$ cat config.mk
export PLATFORM = sky130hd
export DESIGN_NAME = sw_link_monitor
export DESIGN_NICKNAME = d
export VERILOG_FILES = /design/src/rtl/swlm_pkg.sv /design/src/rtl/swlm_line_reset.sv /design/src/rtl/swlm_hdr_rx.sv /design/src/rtl/swlm_fsm.sv /design/src/rtl/sw_link_monitor.sv
export SDC_FILE = /design/constraint.sdc
export NUM_CORES = 1
export LEC_CHECK = 0
export BUFFER_PORTS_ARGS = -buffer_cell sky130_fd_sc_hd__buf_4
export CAP_MARGIN = 25
export CORE_ASPECT_RATIO = 1.75
export CORE_MARGIN = 3
export CORE_UTILIZATION = 25
export CTS_BUF_LIST = sky130_fd_sc_hd__clkbuf_8 sky130_fd_sc_hd__clkbuf_16
export DETAILED_ROUTE_END_ITERATION = 10
export GPL_TIMING_DRIVEN = 1
export PLACE_DENSITY_LB_ADDON = 0.12
export SYNTH_ARGS = -nofsm -noshare
export SYNTH_HDL_FRONTEND = slang
export SYNTH_SLANG_ARGS = --single-unit
$ cat constraint.sdc
create_clock -name clk_i -period 2.6 [get_ports clk_i]
set_input_delay 0.52 -clock clk_i [delete_from_list [all_inputs] [get_ports clk_i]]
set_output_delay 0.52 -clock clk_i [all_outputs]
set_load 0.005 [all_outputs]
$ cat src/rtl/swlm_pkg.sv
package swlm_pkg;

  typedef enum logic [3:0] {
    S_UNSYNC,
    S_LRST,
    S_IDLE,
    S_HDR,
    S_TRN1,
    S_ACK,
    S_RDATA,
    S_TRN2,
    S_WDATA,
    S_LOST,
    S_LOCK
  } link_st_e;

  typedef struct packed {
    logic       ap;
    logic       rnw;
    logic [1:0] addr;
    logic       par;
    logic       stop;
  } hdr_t;

  localparam int unsigned HDR_BITS = 8;

endpackage

$ cat src/rtl/swlm_line_reset.sv
module swlm_line_reset #(
  parameter int unsigned RST_LEN = 50
) (
  input  logic clk_i,
  input  logic rst_ni,
  input  logic d_i,
  output logic line_rst_o
);

  localparam int unsigned CW = $clog2(RST_LEN + 1);

  logic [CW-1:0] run_q;

  always_ff @(posedge clk_i or negedge rst_ni) begin
    if (!rst_ni) begin
      run_q <= '0;
    end else if (!d_i) begin
      run_q <= '0;
    end else if (run_q != CW'(RST_LEN)) begin
      run_q <= run_q + 1'b1;
    end
  end

  // fires on the RST_LEN-th consecutive high sample only
  assign line_rst_o = d_i && (run_q == CW'(RST_LEN - 1));

  a_r2_run_saturates: assert property (@(posedge clk_i) disable iff (!rst_ni)
    run_q <= CW'(RST_LEN));

  a_r2_single_fire: assert property (@(posedge clk_i) disable iff (!rst_ni)
    line_rst_o |=> !line_rst_o);

endmodule

$ cat src/rtl/swlm_hdr_rx.sv
module swlm_hdr_rx
  import swlm_pkg::*;
(
  input  logic clk_i,
  input  logic rst_ni,
  input  logic d_i,
  input  logic start_i,
  input  logic cap_i,
  output logic done_o,
  output logic good_o,
  output hdr_t hdr_o
);

  localparam int unsigned IW    = $clog2(HDR_BITS);
  localparam int unsigned BODY  = HDR_BITS - 2;

  logic [IW-1:0]   idx_q;
  logic [BODY-1:0] sreg_q;

  always_ff @(posedge clk_i or negedge rst_ni) begin
    if (!rst_ni) begin
      idx_q  <= '0;
      sreg_q <= '0;
    end else if (start_i) begin
      idx_q  <= IW'(1);
    end else if (cap_i && !done_o) begin
      idx_q  <= idx_q + 1'b1;
      sreg_q <= {d_i, sreg_q[BODY-1:1]};
    end
  end

  // current sample is the park bit
  assign done_o = cap_i && (idx_q == IW'(HDR_BITS - 1));

  assign hdr_o.ap   = sreg_q[0];
  assign hdr_o.rnw  = sreg_q[1];
  assign hdr_o.addr = {sreg_q[3], sreg_q[2]};
  assign hdr_o.par  = sreg_q[4];
  assign hdr_o.stop = sreg_q[5];

  assign good_o = !hdr_o.stop && (hdr_o.par == ^sreg_q[3:0]);

  a_r3_idx_live: assert property (@(posedge clk_i) disable iff (!rst_ni)
    cap_i |-> idx_q != '0);

endmodule

$ cat src/rtl/swlm_fsm.sv
module swlm_fsm
  import swlm_pkg::*;
#(
  parameter int unsigned BAD_LIMIT = 2,
  parameter int unsigned ACK_W     = 3,
  parameter int unsigned DATA_W    = 32
) (
  input  logic       clk_i,
  input  logic       rst_ni,
  input  logic       d_i,
  input  logic       line_rst_i,
  input  logic       hdr_done_i,
  input  logic       hdr_good_i,
  input  hdr_t       hdr_i,
  output link_st_e   state_o,
  output logic       hdr_start_o,
  output logic       hdr_cap_o,
  output logic       hdr_valid_o,
  output logic       hdr_ap_o,
  output logic       hdr_rnw_o,
  output logic [1:0] hdr_addr_o,
  output logic       oe_o,
  output logic       locked_o
);

  localparam int unsigned MAXW = (DATA_W > ACK_W) ? DATA_W : ACK_W;
  localparam int unsigned PW   = $clog2(MAXW + 1);
  localparam int unsigned BW   = $clog2(BAD_LIMIT + 1);

  link_st_e    state_q, state_d;
  logic [PW-1:0] cnt_q, cnt_d;
  logic [BW-1:0] bad_q, bad_d;
  logic        need_id_q, need_id_d;
  logic        accept, id_ok;

  assign id_ok  = !need_id_q || (!hdr_i.ap && hdr_i.rnw && (hdr_i.addr == 2'b00));
  assign accept = hdr_done_i && hdr_good_i && id_ok;

  always_comb begin
    state_d   = state_q;
    cnt_d     = cnt_q;
    bad_d     = bad_q;
    need_id_d = need_id_q;
    if (line_rst_i) begin
      state_d   = S_LRST;
      bad_d     = '0;
      need_id_d = 1'b1;
    end else begin
      unique case (state_q)
        S_UNSYNC, S_LOCK: ;
        S_LRST, S_LOST: if (!d_i) state_d = S_IDLE;
        S_IDLE:         if (d_i)  state_d = S_HDR;
        S_HDR: begin
          if (accept) begin
            state_d   = S_TRN1;
            bad_d     = '0;
            need_id_d = 1'b0;
          end else if (hdr_done_i) begin
            if (bad_q >= BW'(BAD_LIMIT - 1)) begin
              state_d = S_LOCK;
              bad_d   = BW'(BAD_LIMIT);
            end else begin
              state_d = S_LOST;
              bad_d   = bad_q + 1'b1;
            end
          end
        end
        S_TRN1: begin
          state_d = S_ACK;
          cnt_d   = '0;
        end
        S_ACK: begin
          if (cnt_q == PW'(ACK_W - 1)) begin
            state_d = hdr_rnw_o ? S_RDATA : S_TRN2;
            cnt_d   = '0;
          end else begin
            cnt_d = cnt_q + 1'b1;
          end
        end
        S_RDATA: begin
          if (cnt_q == PW'(DATA_W)) state_d = S_TRN2;
          else                      cnt_d   = cnt_q + 1'b1;
        end
        S_TRN2: begin
          state_d = hdr_rnw_o ? S_IDLE : S_WDATA;
          cnt_d   = '0;
        end
        S_WDATA: begin
          if (cnt_q == PW'(DATA_W)) state_d = S_IDLE;
          else                      cnt_d   = cnt_q + 1'b1;
        end
        default: state_d = S_UNSYNC;
      endcase
    end
  end

  always_ff @(posedge clk_i or negedge rst_ni) begin
    if (!rst_ni) begin
      state_q     <= S_UNSYNC;
      cnt_q       <= '0;
      bad_q       <= '0;
      need_id_q   <= 1'b1;
      hdr_valid_o <= 1'b0;
      hdr_ap_o    <= 1'b0;
      hdr_rnw_o   <= 1'b0;
      hdr_addr_o  <= '0;
    end else begin
      state_q     <= state_d;
      cnt_q       <= cnt_d;
      bad_q       <= bad_d;
      need_id_q   <= need_id_d;
      hdr_valid_o <= accept && !line_rst_i;
      if (accept && !line_rst_i) begin
        hdr_ap_o   <= hdr_i.ap;
        hdr_rnw_o  <= hdr_i.rnw;
        hdr_addr_o <= hdr_i.addr;
      end
    end
  end

  assign state_o     = state_q;
  assign hdr_start_o = (state_q == S_IDLE) && d_i && !line_rst_i;
  assign hdr_cap_o   = (state_q == S_HDR);
  assign oe_o        = (state_q == S_ACK) || (state_q == S_RDATA);
  assign locked_o    = (state_q == S_LOCK);

  a_r7_lock_after_limit: assert property (@(posedge clk_i) disable iff (!rst_ni)
    (state_q == S_LOCK && $past(state_q) != S_LOCK) |-> $past(bad_q) == BW'(BAD_LIMIT - 1));

  a_r8_good_clears: assert property (@(posedge clk_i) disable iff (!rst_ni)
    hdr_valid_o |-> bad_q == '0);

  a_r6_id_first: assert property (@(posedge clk_i) disable iff (!rst_ni)
    (hdr_valid_o && $past(need_id_q)) |-> (!hdr_ap_o && hdr_rnw_o && hdr_addr_o == 2'b00));

endmodule

$ cat src/rtl/sw_link_monitor.sv
module sw_link_monitor
  import swlm_pkg::*;
#(
  parameter int unsigned RST_LEN   = 50,
  parameter int unsigned BAD_LIMIT = 2,
  parameter int unsigned ACK_W     = 3,
  parameter int unsigned DATA_W    = 32
) (
  input  logic       clk_i,
  input  logic       rst_ni,
  input  logic       dio_i,
  output logic       oe_o,
  output logic       hdr_valid_o,
  output logic       hdr_ap_o,
  output logic       hdr_rnw_o,
  output logic [1:0] hdr_addr_o,
  output logic       locked_o
);

  logic     line_rst, hdr_start, hdr_cap, hdr_done, hdr_good;
  hdr_t     hdr;
  link_st_e state;

  swlm_line_reset #(.RST_LEN(RST_LEN)) u_line_reset (
    .clk_i      (clk_i),
    .rst_ni     (rst_ni),
    .d_i        (dio_i),
    .line_rst_o (line_rst)
  );

  swlm_hdr_rx u_hdr_rx (
    .clk_i   (clk_i),
    .rst_ni  (rst_ni),
    .d_i     (dio_i),
    .start_i (hdr_start),
    .cap_i   (hdr_cap),
    .done_o  (hdr_done),
    .good_o  (hdr_good),
    .hdr_o   (hdr)
  );

  swlm_fsm #(
    .BAD_LIMIT (BAD_LIMIT),
    .ACK_W     (ACK_W),
    .DATA_W    (DATA_W)
  ) u_fsm (
    .clk_i       (clk_i),
    .rst_ni      (rst_ni),
    .d_i         (dio_i),
    .line_rst_i  (line_rst),
    .hdr_done_i  (hdr_done),
    .hdr_good_i  (hdr_good),
    .hdr_i       (hdr),
    .state_o     (state),
    .hdr_start_o (hdr_start),
    .hdr_cap_o   (hdr_cap),
    .hdr_valid_o (hdr_valid_o),
    .hdr_ap_o    (hdr_ap_o),
    .hdr_rnw_o   (hdr_rnw_o),
    .hdr_addr_o  (hdr_addr_o),
    .oe_o        (oe_o),
    .locked_o    (locked_o)
  );

  a_r5_release_on_bad: assert property (@(posedge clk_i) disable iff (!rst_ni)
    (hdr_done && !hdr_good && !line_rst) |=> (!oe_o && (state == S_LOST || state == S_LOCK)));

  a_r9_turnaround_first: assert property (@(posedge clk_i) disable iff (!rst_ni)
    $rose(oe_o) |-> $past(state) == S_TRN1);

  a_r3_valid_from_hdr: assert property (@(posedge clk_i) disable iff (!rst_ni)
    hdr_valid_o |-> $past(state) == S_HDR);

  a_r7_locked_quiet: assert property (@(posedge clk_i) disable iff (!rst_ni)
    locked_o |-> (!oe_o && !hdr_valid_o));

  a_r1_reset_from_high: assert property (@(posedge clk_i) disable iff (!rst_ni)
    (state == S_LRST && $past(state) != S_LRST) |-> $past(dio_i));

endmodule

# After elaboration in Yosys (flattened, before gate mapping)
# Index checks and enable logic that the tools add are counted.
# word_totals
word_cells	105
regBits	33
# op_classes
order_cmp	1
bitwise	2
muxes	27
addsub	4
eq_ne	25
reduce_logical	35
# ops
op	n
4-bit 2-to-1 mux	9
4-bit one-hot mux with 9 select lines	1
6-bit 2-to-1 mux	4
6-bit one-hot mux with 3 select lines	1
4-bit by 3-bit == test with 1-bit output, second input constant	4
6-bit by 1-bit adder with 6-bit output, second input constant	2
4-bit == test, second input constant	3
6-bit == test, second input constant	2
2-bit 2-to-1 mux	6
1-bit logical AND	11
3-bit by 1-bit inequality test with 1-bit output, second input constant	3
4-bit by 2-bit == test with 1-bit output, second input constant	2
2-bit OR reduction	4
7-bit AND reduction	1
6-bit by 2-bit == test with 1-bit output, second input constant	1
3-bit 2-to-1 mux	2
3-bit by 2-bit inequality test with 1-bit output, second input constant	2
6-bit inequality test, second input constant	1
2-bit AND reduction	3
2-bit nonzero test	3
3-bit nonzero test	2
1-bit zero test	5
4-bit by 1-bit == test with 1-bit output, second input constant	1
4-bit zero test	1
other kinds (14)	20

# Depth between registers and ports, before layout
# depth
word_depth	8
ltp_mapped	8
ltp_nobuf	7

# Modules after synthesis
# From an unflattened synthesis, not the netlist that was laid out.
# unflattened
hier_cells	193
area_unflattened_um2	1950.6
# modules_own_cells
mod	instances	cells_per_inst	area_each_um2
swlm_fsm	1	130	1169.9
swlm_hdr_rx	1	30	435.4
swlm_line_reset	1	33	345.3

# Worst setup path after synthesis
# No wires, ideal clock.
# synth_timing
kind	register to register
startpoint	register u_hdr_rx.sreg_q[1]
endpoint	register u_fsm.state_q[0] (netlist: u_fsm.state_o[0])
arrival_time_ns	2.009
setup_slack_ns	0.464
path_stages_with_launch	7
required_ns	2.473
cell_sequence	dfrtp_1 > ha_1 > xnor3_1 > a211oi_2 > a21oi_1 > a211o_1 > o32a_2
# synth_via
elab_chain_cells	8
word_cells_on_any_way	13
cone_classes	2 x eq/ne; 3 x mux; 8 x reduce/logical
# synth_lines
item	line	source
start, declared	swlm_hdr_rx.sv:18	logic [BODY-1:0] sreg_q;
start signal, assigned	swlm_hdr_rx.sv:28	sreg_q <= {d_i, sreg_q[BODY-1:1]};
4-bit parity	swlm_hdr_rx.sv:41	assign good_o = !hdr_o.stop && (hdr_o.par == ^sreg_q[3:0]);
1-bit == test	swlm_hdr_rx.sv:41	
1-bit logical AND	swlm_hdr_rx.sv:41	
1-bit logical AND	swlm_fsm.sv:37	assign accept = hdr_done_i && hdr_good_i && id_ok;
1-bit logical AND (*)	swlm_fsm.sv:37	
4-bit 2-to-1 mux	swlm_fsm.sv:54	if (accept) begin
4-bit one-hot mux with 9 select lines	swlm_fsm.sv:49	unique case (state_q)
4-bit 2-to-1 mux	swlm_fsm.sv:44	if (line_rst_i) begin
end signal, assigned	swlm_fsm.sv:108	state_q <= state_d;
end, declared	swlm_fsm.sv:30	link_st_e state_q, state_d;
# Mark *: on every way between the ends. The rest lies on a longest branch, timed or not.
# A chain may end at the register's enable or synchronous reset.

# Worst setup path after layout
# layout_timing
startpoint	register u_hdr_rx.sreg_q[2]
endpoint	register u_fsm.hdr_rnw_o
# layout_via
elab_chain_cells	6
word_cells_on_any_way	9
cone_classes	1 x eq/ne; 8 x reduce/logical
# layout_lines
item	line	source
4-bit parity	swlm_hdr_rx.sv:41	
1-bit == test	swlm_hdr_rx.sv:41	
1-bit logical AND	swlm_hdr_rx.sv:41	
1-bit logical AND	swlm_fsm.sv:37	
1-bit logical AND (*)	swlm_fsm.sv:37	
1-bit logical AND (*)	swlm_fsm.sv:113	if (accept && !line_rst_i) begin
end signal, assigned	swlm_fsm.sv:115	hdr_rnw_o <= hdr_i.rnw;
end, declared	swlm_fsm.sv:20	output logic hdr_rnw_o,
# Marked as above.

==> results.json <==
{
  "status": "completed",
  "max_stage_delay_ns": 0.39,
  "clk_pin_slew_worst_paths_ns": 0.06,
  "final_area_mm2": 0.00224,
  "cpMaxStageDelayCell": "xnor3_1",
  "port_buffers": 9,
  "grt_usage_pct": 11.5,
  "die_x_um": 71.9,
  "place_ws_ns": 0.163,
  "rsz0062_at_grt": "false",
  "hold_class": "in2async",
  "yosysTopAreaCellShare_pct": 42.2,
  "crit_required_ns": 2.77,
  "cts_htree_levels": 2,
  "p_leak_nw": 1.00,
  "path_buf_inv": 1,
  "finalHoldViolCount": 0,
  "setup_tns_ns": 0,
  "antenna_found_initial": 0,
  "power.total_w": 0.00237,
  "max_cap_violations": 0,
  "gp_congestion": 0.702,
  "final_cells": 290,
  "crit_path_max_fanout": 6,
  "p_sw_w": 0.000805,
  "ys_types": 46,
  "dp_hpwl_um": 3190,
  "slew_headroom_pct": 58.2,
  "ys.flop_type": "dfrtp_1",
  "ir_drop_v": 0.000353,
  "cp-end-kind": "flip-flop",
  "pwr-share-seq_pct": 32.4,
  "syn_inst": 189,
  "yosys_warnings": 0,
  "num_rows": 41,
  "arrival_ns": 2.58,
  "num_vias": 1421,
  "remaining_drc_errors": 0,
  "intPower_w": 0.00156,
  "synth_top_family_by_area": "simple AND/OR/NAND/NOR gates",
  "syn_area_mm2": 0.00190,
  "synth_xor_area_share_pct": 3.96,
  "fillerInstances": 778,
  "cts_buffer_depth": 2,
  "worstSetupPathType": "reg2reg",
  "clock_sinks": 33,
  "fin_crit_sh_pct": 92.6,
  "clock-root-buffer": "clkbuf_16",
  "ys_ff_latch": 33,
  "seq_area_frac_synth_pct": 43.6,
  "skew_ns": 0.00527,
  "synth_nets": 202,
  "synth_area_leader_cell": "dfrtp_1",
  "final_nets": 216,
  "layout_common_cells": "dfrtp_1 (32), nand2_1 (15), buf_4 (15)",
  "post-cts-setup-buffer-count": 0,
  "wl_per_cell_um": 15.1,
  "clock_latency_ns": 0.29,
  "start_kind": "flip-flop",
  "cts_hold_buf": 0,
  "io_pins": 10,
  "syn2layout_area_growth_pct": 18.1,
  "cts-resized-gates": 0,
  "grt-ovfl-total": 0,
  "cp_top_family": "simple AND/OR/NAND/NOR gates",
  "slew_viol_final": 0,
  "placedCellCount": 282,
  "die_height_um": 121,
  "power_density_mw_per_mm2": 1050,
  "synthSimpleGateAreaFrac_pct": 19.4,
  "fin_crit_ns": 2.41,
  "cts_tree": "done",
  "setup-violations-final": 0,
  "synth.area.top_cells": "dfrtp_1 (42%), ha_1 (6.6%), mux2_2 (4.2%)",
  "worst_pin_slew_ns": 0.622,
  "ant_nets": 0,
  "synth_compound_area_share_pct": 15.0,
  "dieArea_mm2": 0.00871,
  "first_pass_iters": 4,
  "final_common_cell": "dfrtp_1",
  "synth_edf_count": 0,
  "drive_gt1_share_pct": 19.1,
  "place_area_mm2": 0.00207,
  "combPwrFrac_pct": 38.2,
  "postLayoutSetupSlackWorst_ns": 0.194,
  "fmax_mhz": 416,
  "core_area_mm2": 0.00728,
  "avgSynthCellArea_um2": 10.0,
  "routed_wirelength_um": 4380,
  "grt_pass1_wl_um": 7540,
  "antenna_cells": 0,
  "synthMuxAreaShare_pct": 6.53,
  "switching_share_pct": 34.0,
  "clockPowerShare_pct": 29.4,
  "drt-initial-drc-count": 50,
  "post_drt_via_cell_ratio": 4.90,
  "synth_fa_ha_area_share_pct": 6.59,
  "grt_max_degree": 34,
  "cp_cell_sequence": "inv_1 -> ha_1 -> xnor3_1 -> a211oi_2 -> nor2b_1 -> nand2_1 -> mux2_2",
  "cts_buffers": 5,
  "grt_pass1_vias": 1506,
  "start_util_pct": 26.1,
  "async_flop_share_pct": 100
}
==> power groups by stage <==
stage                     combinational, W  clock [W]  sequential [W]
after global placement            0.000903          0        0.000774
final                             0.000903   0.000696        0.000766
after CTS                         0.000919   0.000720        0.000765
after detailed placement          0.000915          0        0.000775
after global routing               0.00101   0.000738        0.000787
after floorplan                   0.000756          0        0.000696
==> cell families after synthesis <==
| kind of cell | after synthesis |
|---|---|
| buffers and inverters | 20 |
| AO/OA/AOI/OAI | 40 |
| AND/OR/NAND/NOR | 68 |
| XOR/XNOR | 7 |
| multiplexers | 11 |
| flip-flops | 33 |
| adder cells (fa/ha/maj) | 10 |
==> Yosys cell counts, types with 5 or more instances <==
cell type and count:
a21oi_1 10, buf_2 5, dfrtp_1 32, ha_1 10
inv_1 12, mux2_2 7, nand2_1 15, nand2b_1 8
nand3_1 12, nor2_1 8, nor2b_1 5, nor3_1 5
o21ai_0 7, xnor2_1 5
==> worst paths after layout <==
check / start / to / slack (ns) / depth (start not counted)
setup / recovery: u_hdr_rx.sreg_q[2]$_DFFE_PN0P_ / u_fsm.hdr_rnw_o$_DFFE_PN0P_ / 0.19 / 7
hold / removal: rst_ni / u_fsm.hdr_valid_o$_DFF_PN0_ / 0.18 / 1
setup reg to reg: u_hdr_rx.sreg_q[2]$_DFFE_PN0P_ / u_fsm.hdr_rnw_o$_DFFE_PN0P_ / 0.19 / 7
hold reg to reg: u_hdr_rx.idx_q[0]$_DFFE_PN0P_ / u_hdr_rx.idx_q[0]$_DFFE_PN0P_ / 0.48 / 1
max in group asynchronous: rst_ni / u_fsm.need_id_q$_DFFE_PN1P_ / 2.09 / 1
min in group clk_i: u_hdr_rx.idx_q[0]$_DFFE_PN0P_ / u_hdr_rx.idx_q[0]$_DFFE_PN0P_ / 0.48 / 1
==> layout make-up <==
cell class	count	area, um^2	area share (%)
clock buffers	5	125	5.58
inverters	12	45.0	2.01
multi-input cells	136	978	43.6
well taps	86	108	4.80
flip-flops and latches	33	827	36.9
clock inverters	3	46.3	2.06
repair buffers	15	113	5.02
==> sequential cells by signal, summed over array words and instances, names as in the netlist <==
name and count:
u_fsm.cnt_q 6, u_hdr_rx.sreg_q 6, u_line_reset.run_q 6, u_fsm.state_o 4
u_hdr_rx.idx_q 3, u_fsm.bad_q 2, u_fsm.hdr_addr_o 2, u_fsm.hdr_ap_o 1
u_fsm.hdr_rnw_o 1, u_fsm.hdr_valid_o 1, u_fsm.need_id_q 1
==> per-stage QoR <==
| stage | util, % | hold slack (ns) |
|---|---|---|
| floorplan | - | 0.224 |
| global placement | 28.4 | 0.483 |
| detailed placement | 28.4 | 0.485 |
| CTS | 30.8 | 0.197 |
| global route | 30.8 | 0.208 |
| finish | 30.8 | 0.177 |
==> per-layer routing <==
| metal | GRT usage, % | part of all wire (%) | up-vias |
|---|---|---|---|
| li1 | - | - | 696 |
| met1 | 11.7 | 40 | 689 |
| met2 | 20.8 | 54 | 27 |
| met3 | 2.82 | 3.4 | 9 |
| met4 | 6.59 | 2.9 | 0 |
| met5 | 0 | 0 | - |
Power figures use the tool's default switching activity.
